===== src/rtl/flag_alu.sv =====
module flag_alu #(
  parameter int W = 16,
  parameter logic [15:0] INT_VEC = 16'hF800
) (
  input  logic         clk,
  input  logic         rst_n,
  input  logic         op_valid,
  input  logic [2:0]   op_code,
  input  logic [W-1:0] opnd_a,
  input  logic [W-1:0] opnd_b,
  input  logic         sect_valid,
  input  logic [3:0]   sect,
  input  logic         cmd_valid,
  input  logic [7:0]   cmd,
  input  logic         prefixed,
  input  logic [W-1:0] target,
  input  logic [W-1:0] ip,
  output logic [W-1:0] result,
  output logic [7:0]   psw,
  output logic         taken,
  output logic         link_we,
  output logic [W-1:0] link,
  output logic [W-1:0] next_ip
);

  localparam int MSB = W - 1;

  logic [W:0]   wide;
  logic [W-1:0] res_n;
  logic         cy_n, ov_n, known;

  always_comb begin
    wide  = '0;
    res_n = result;
    cy_n  = 1'b0;
    ov_n  = 1'b0;
    known = 1'b1;
    case (op_code)
      3'd0: begin
        wide  = {1'b0, opnd_a} + {1'b0, opnd_b};
        res_n = wide[W-1:0];
        cy_n  = wide[W];
        ov_n  = (opnd_a[MSB] == opnd_b[MSB]) && (res_n[MSB] != opnd_a[MSB]);
      end
      3'd1: begin
        wide  = {1'b0, opnd_a} - {1'b0, opnd_b};
        res_n = wide[W-1:0];
        cy_n  = wide[W];
        ov_n  = (opnd_a[MSB] != opnd_b[MSB]) && (res_n[MSB] != opnd_a[MSB]);
      end
      3'd2: res_n = opnd_a & opnd_b;
      3'd3: res_n = opnd_a | opnd_b;
      3'd4: res_n = opnd_a ^ opnd_b;
      3'd5: res_n = opnd_b;
      default: known = 1'b0;
    endcase
  end

  logic [3:0] mask;
  always_comb begin
    case (cmd[7:4])
      4'hA:    mask = 4'b1000;
      4'hB:    mask = 4'b0100;
      4'hC:    mask = 4'b0010;
      4'hD:    mask = 4'b0001;
      default: mask = 4'b0000;
    endcase
  end

  wire flag_cmd = cmd_valid && (mask != 4'b0000);
  wire lo_f     = cmd[3:0] == 4'hF;
  wire lo_e     = cmd[3:0] == 4'hE;
  wire compl    = flag_cmd && !prefixed && lo_f;
  wire jump     = flag_cmd && prefixed && (lo_f || lo_e);
  wire intr     = cmd_valid && (cmd == 8'hF8);
  wire flag_val = |(psw[3:0] & mask);
  wire cond     = lo_e ? flag_val : !flag_val;
  wire alu_go   = op_valid && known;

  wire [3:0] low_alu = alu_go ? {res_n[MSB], ov_n, cy_n, |res_n} : psw[3:0];
  wire [3:0] low_n   = compl ? (low_alu ^ mask) : low_alu;

  always_ff @(posedge clk) begin
    if (!rst_n) begin
      result <= '0;
      psw    <= '0;
    end else begin
      if (alu_go) result <= res_n;
      psw <= {sect_valid ? sect : psw[7:4], low_n};
    end
  end

  assign taken   = intr || (jump && cond);
  assign link_we = intr || jump;
  assign link    = ip;
  assign next_ip = intr ? INT_VEC[W-1:0] : ((jump && cond) ? target : ip);

endmodule



===== config.mk =====
export PLATFORM = sky130hd
export DESIGN_NAME = flag_alu
export DESIGN_NICKNAME = d
export VERILOG_FILES = /design/src/rtl/flag_alu.sv
export SDC_FILE = /design/constraint.sdc
export NUM_CORES = 1
export LEC_CHECK = 0
export ABC_CLOCK_PERIOD_IN_PS = 5300
export BUFFER_PORTS_ARGS = -buffer_cell sky130_fd_sc_hd__buf_2
export CAP_MARGIN = 30
export CORE_MARGIN = 4
export CORE_UTILIZATION = 50
export CTS_CLUSTER_DIAMETER = 150
export DETAILED_ROUTE_END_ITERATION = 7
export PLACE_DENSITY_LB_ADDON = 0.12
export SETUP_SLACK_MARGIN = 0.4
export SYNTH_ARGS = -nofsm -noshare
export SYNTH_HDL_FRONTEND = slang
export SYNTH_SLANG_ARGS = --single-unit

===== constraint.sdc =====
create_clock -name clk -period 5.3 [get_ports clk]
set_input_delay 0.795 -clock clk [delete_from_list [all_inputs] [get_ports clk]]
set_output_delay 0.795 -clock clk [all_outputs]
set_load 0.1 [all_outputs]

==> results.ini <==
[drt]
vias_per_cell=6.03
drt_iter0_markers=302
drt-pass1-iter-count=5
wl_per_cell_um=17.1
vias=4823
drt_wl_total_mm=13.7
ant_nets=0
drc=0

[floorplanning]
design.core.area_um2=8340
row_count=33
chipHeight_um=101
io_pins=143
initial_core_util=0.519
dieArea_um2=10200
die_w_um=101

[synth]
yosys-top-cells-count=73 x nor2_1, 49 x ha_1, 49 x inv_1
yosysWarnings=0
synth.most_common_cell=nor2_1
syn_area_per_cell_um2=7.22
seq_area_frac_synth=0.111
synth_fp_nets=736
ys.flop_type=dfxtp_1
netlist_instances=600
ys_seq_elements=24
synth_top_area_cell=ha_1
synth.top_cell.area_share=0.142
synthesis.area_um2=4330
synth.distinct_cells=75
synth_edf_count=0
synthArstFlopShare=0
yosys-top-cells-area=ha_1 14%, dfxtp_1 11%, mux2i_1 6.5%, nor2_1 6.3%, a21oi_1 5.1%

[grt]
grt_start_max_net_pins=32
grt_pass1_vias=4482
overflow=0
grt_usage=0.252
antenna_found_initial=0
grt_pass1_wl_mm=21.3

[sta]
hold_violations=0
finalClockSkew_ns=0.00345
maxSlewHeadroom=0.329
fin_ws_ns=1.50
rsz0062_at_grt=false
worst_pin_slew_ns=1.00
fin_crit_ns=3.80
fin_crit_sh=0.717
tns_ns=0
max_freq_mhz=263
setup_viol=0
final_max_slew_viol_count=0

[placement]
dpl.hpwl_mm=10.9
io_buffers=142
place.gp.congestion=0.991
pre_cts_slack_ns=1.46

[setup_path]
cp.arrival_ns=3.00
ff2ff_setup_slack_ns=3.51
cp_slowest_cell=nor2_2
reg2reg_from=result[0]
crit_path_max_fanout=16
reg2reg_depth=7
timing.critical_path.mode_cell=buf_2
cp-end-kind=output port
path_cells=buf_2 -> nand2b_1 -> o211ai_1 -> o22ai_1 -> nand2_1 -> xor2_1 -> nor2_2 -> mux2i_1 -> nor2_1 -> buf_2
worstSetupPathType=in2out
crit_path_start=cmd[4]
cp-start-kind=input port
crit_required_ns=4.51
crit_path_max_incr_delay_ns=0.76
reg2reg_to=psw[0]

[layout]
areaGrowthSynthToFinish_pct=14.6
antenna_cells=0
fin_nets=832
drive_gt1_frac=0.256

[power_and_ir_drop]
power_density_nw_per_um2=193
total_leakage_power_nw=2.40
peakVddDrop_v=0.000209

[cts]
cts_sinks=24
path_clk_slew_ns=0.08
cts_buffer_depth=2
cts_made_buffers=3
post_cts_resized=0
htreeDepth=1
cts_setup_buffers=0
cts_root_buf=clkbuf_8
cts_tree=built
clk_latency_ns=0.26
postCtsHoldBufs=0

[status]
status=finished clean

[hold_path]
min_from=result[10]
hold-path-cell-count=2
hold_path_class=reg2reg
min_to=result[10]

[run]
drv_cap=0

flip-flops by register name (all words and copies together), names as in the netlist:
name,flops
psw,8
result,16
worst max-delay path: cells and delay by family:
kind / cells / cell delay, ns
and+or+nand+nor: 4 / 1.04
buffers and inverters: 2 / 0.58
AOI/OAI and AO/OA: 2 / 0.24
muxes: 1 / 0.17
xor gates and xnor gates: 1 / 0.16
worst max-delay path by stage:
stage | end | slack [ns] | cells past startpoint
CTS | next_ip[8] | 1.47 | 10
global route | next_ip[5] | 1.31 | 10
detailed placement | next_ip[8] | 1.46 | 10
floorplan | next_ip[10] | 0.75 | 9
global placement | next_ip[6] | 1.56 | 10
finish | next_ip[8] | 1.50 | 10
power by group:
part           switching [mW]  internal, mW
logic                   0.459         0.176
clock network          0.0545        0.0663
registers             0.00875         0.195
total                   0.522         0.438
layout make-up:
type	instances	area [um^2]
fillers	847	3380
multi-input cells	472	3370
repair buffers	145	737
flip-flops and latches	24	480
inverters	50	188
well taps	105	131
clock buffers	4	55.1
placed cells by master, fill, tap and decap left out, drive strengths merged, types with 9 or more instances in the layout:
master / n
mux2i: 28
a211oi: 16
a21o: 12
nand2b: 9
inv: 50
buf: 145
ha: 49
a31oi: 11
nand2: 35
o211ai: 9
dfxtp: 24
nor3: 18
nor2: 74
a21oi: 45
o21ai: 25
o22ai: 12
layer usage:
metal  wire [um]  track usage
met4         261       0.0624
met2        6740        0.457
met3        1080       0.0304
met1        5640        0.313
met5           0            0
cell families after synthesis:
family,Yosys count,share of synthesized area
multiplexers,30,0.0699
flip-flops,24,0.111
adder cells (fa/ha/maj),51,0.151
AND/OR/NAND/NOR,186,0.204
AO/OA/AOI/OAI,197,0.336
buffers and inverters,104,0.112
XOR/XNOR,8,0.0162
per-stage QoR:
stage                     cells  total power, mW  utilization  hold slack, ns  cell area (um^2)
after floorplan             600            0.706            -           0.888              4330
after global routing        800             1.02        0.595           0.493              4960
after CTS                   800            0.959        0.595           0.463              4960
after global placement      795            0.825        0.587           0.457              4900
final                       800            0.960        0.595           0.464              4960
after detailed placement    796            0.837        0.589           0.451              4910
No activity file was read; power rests on OpenSTA's default activity.
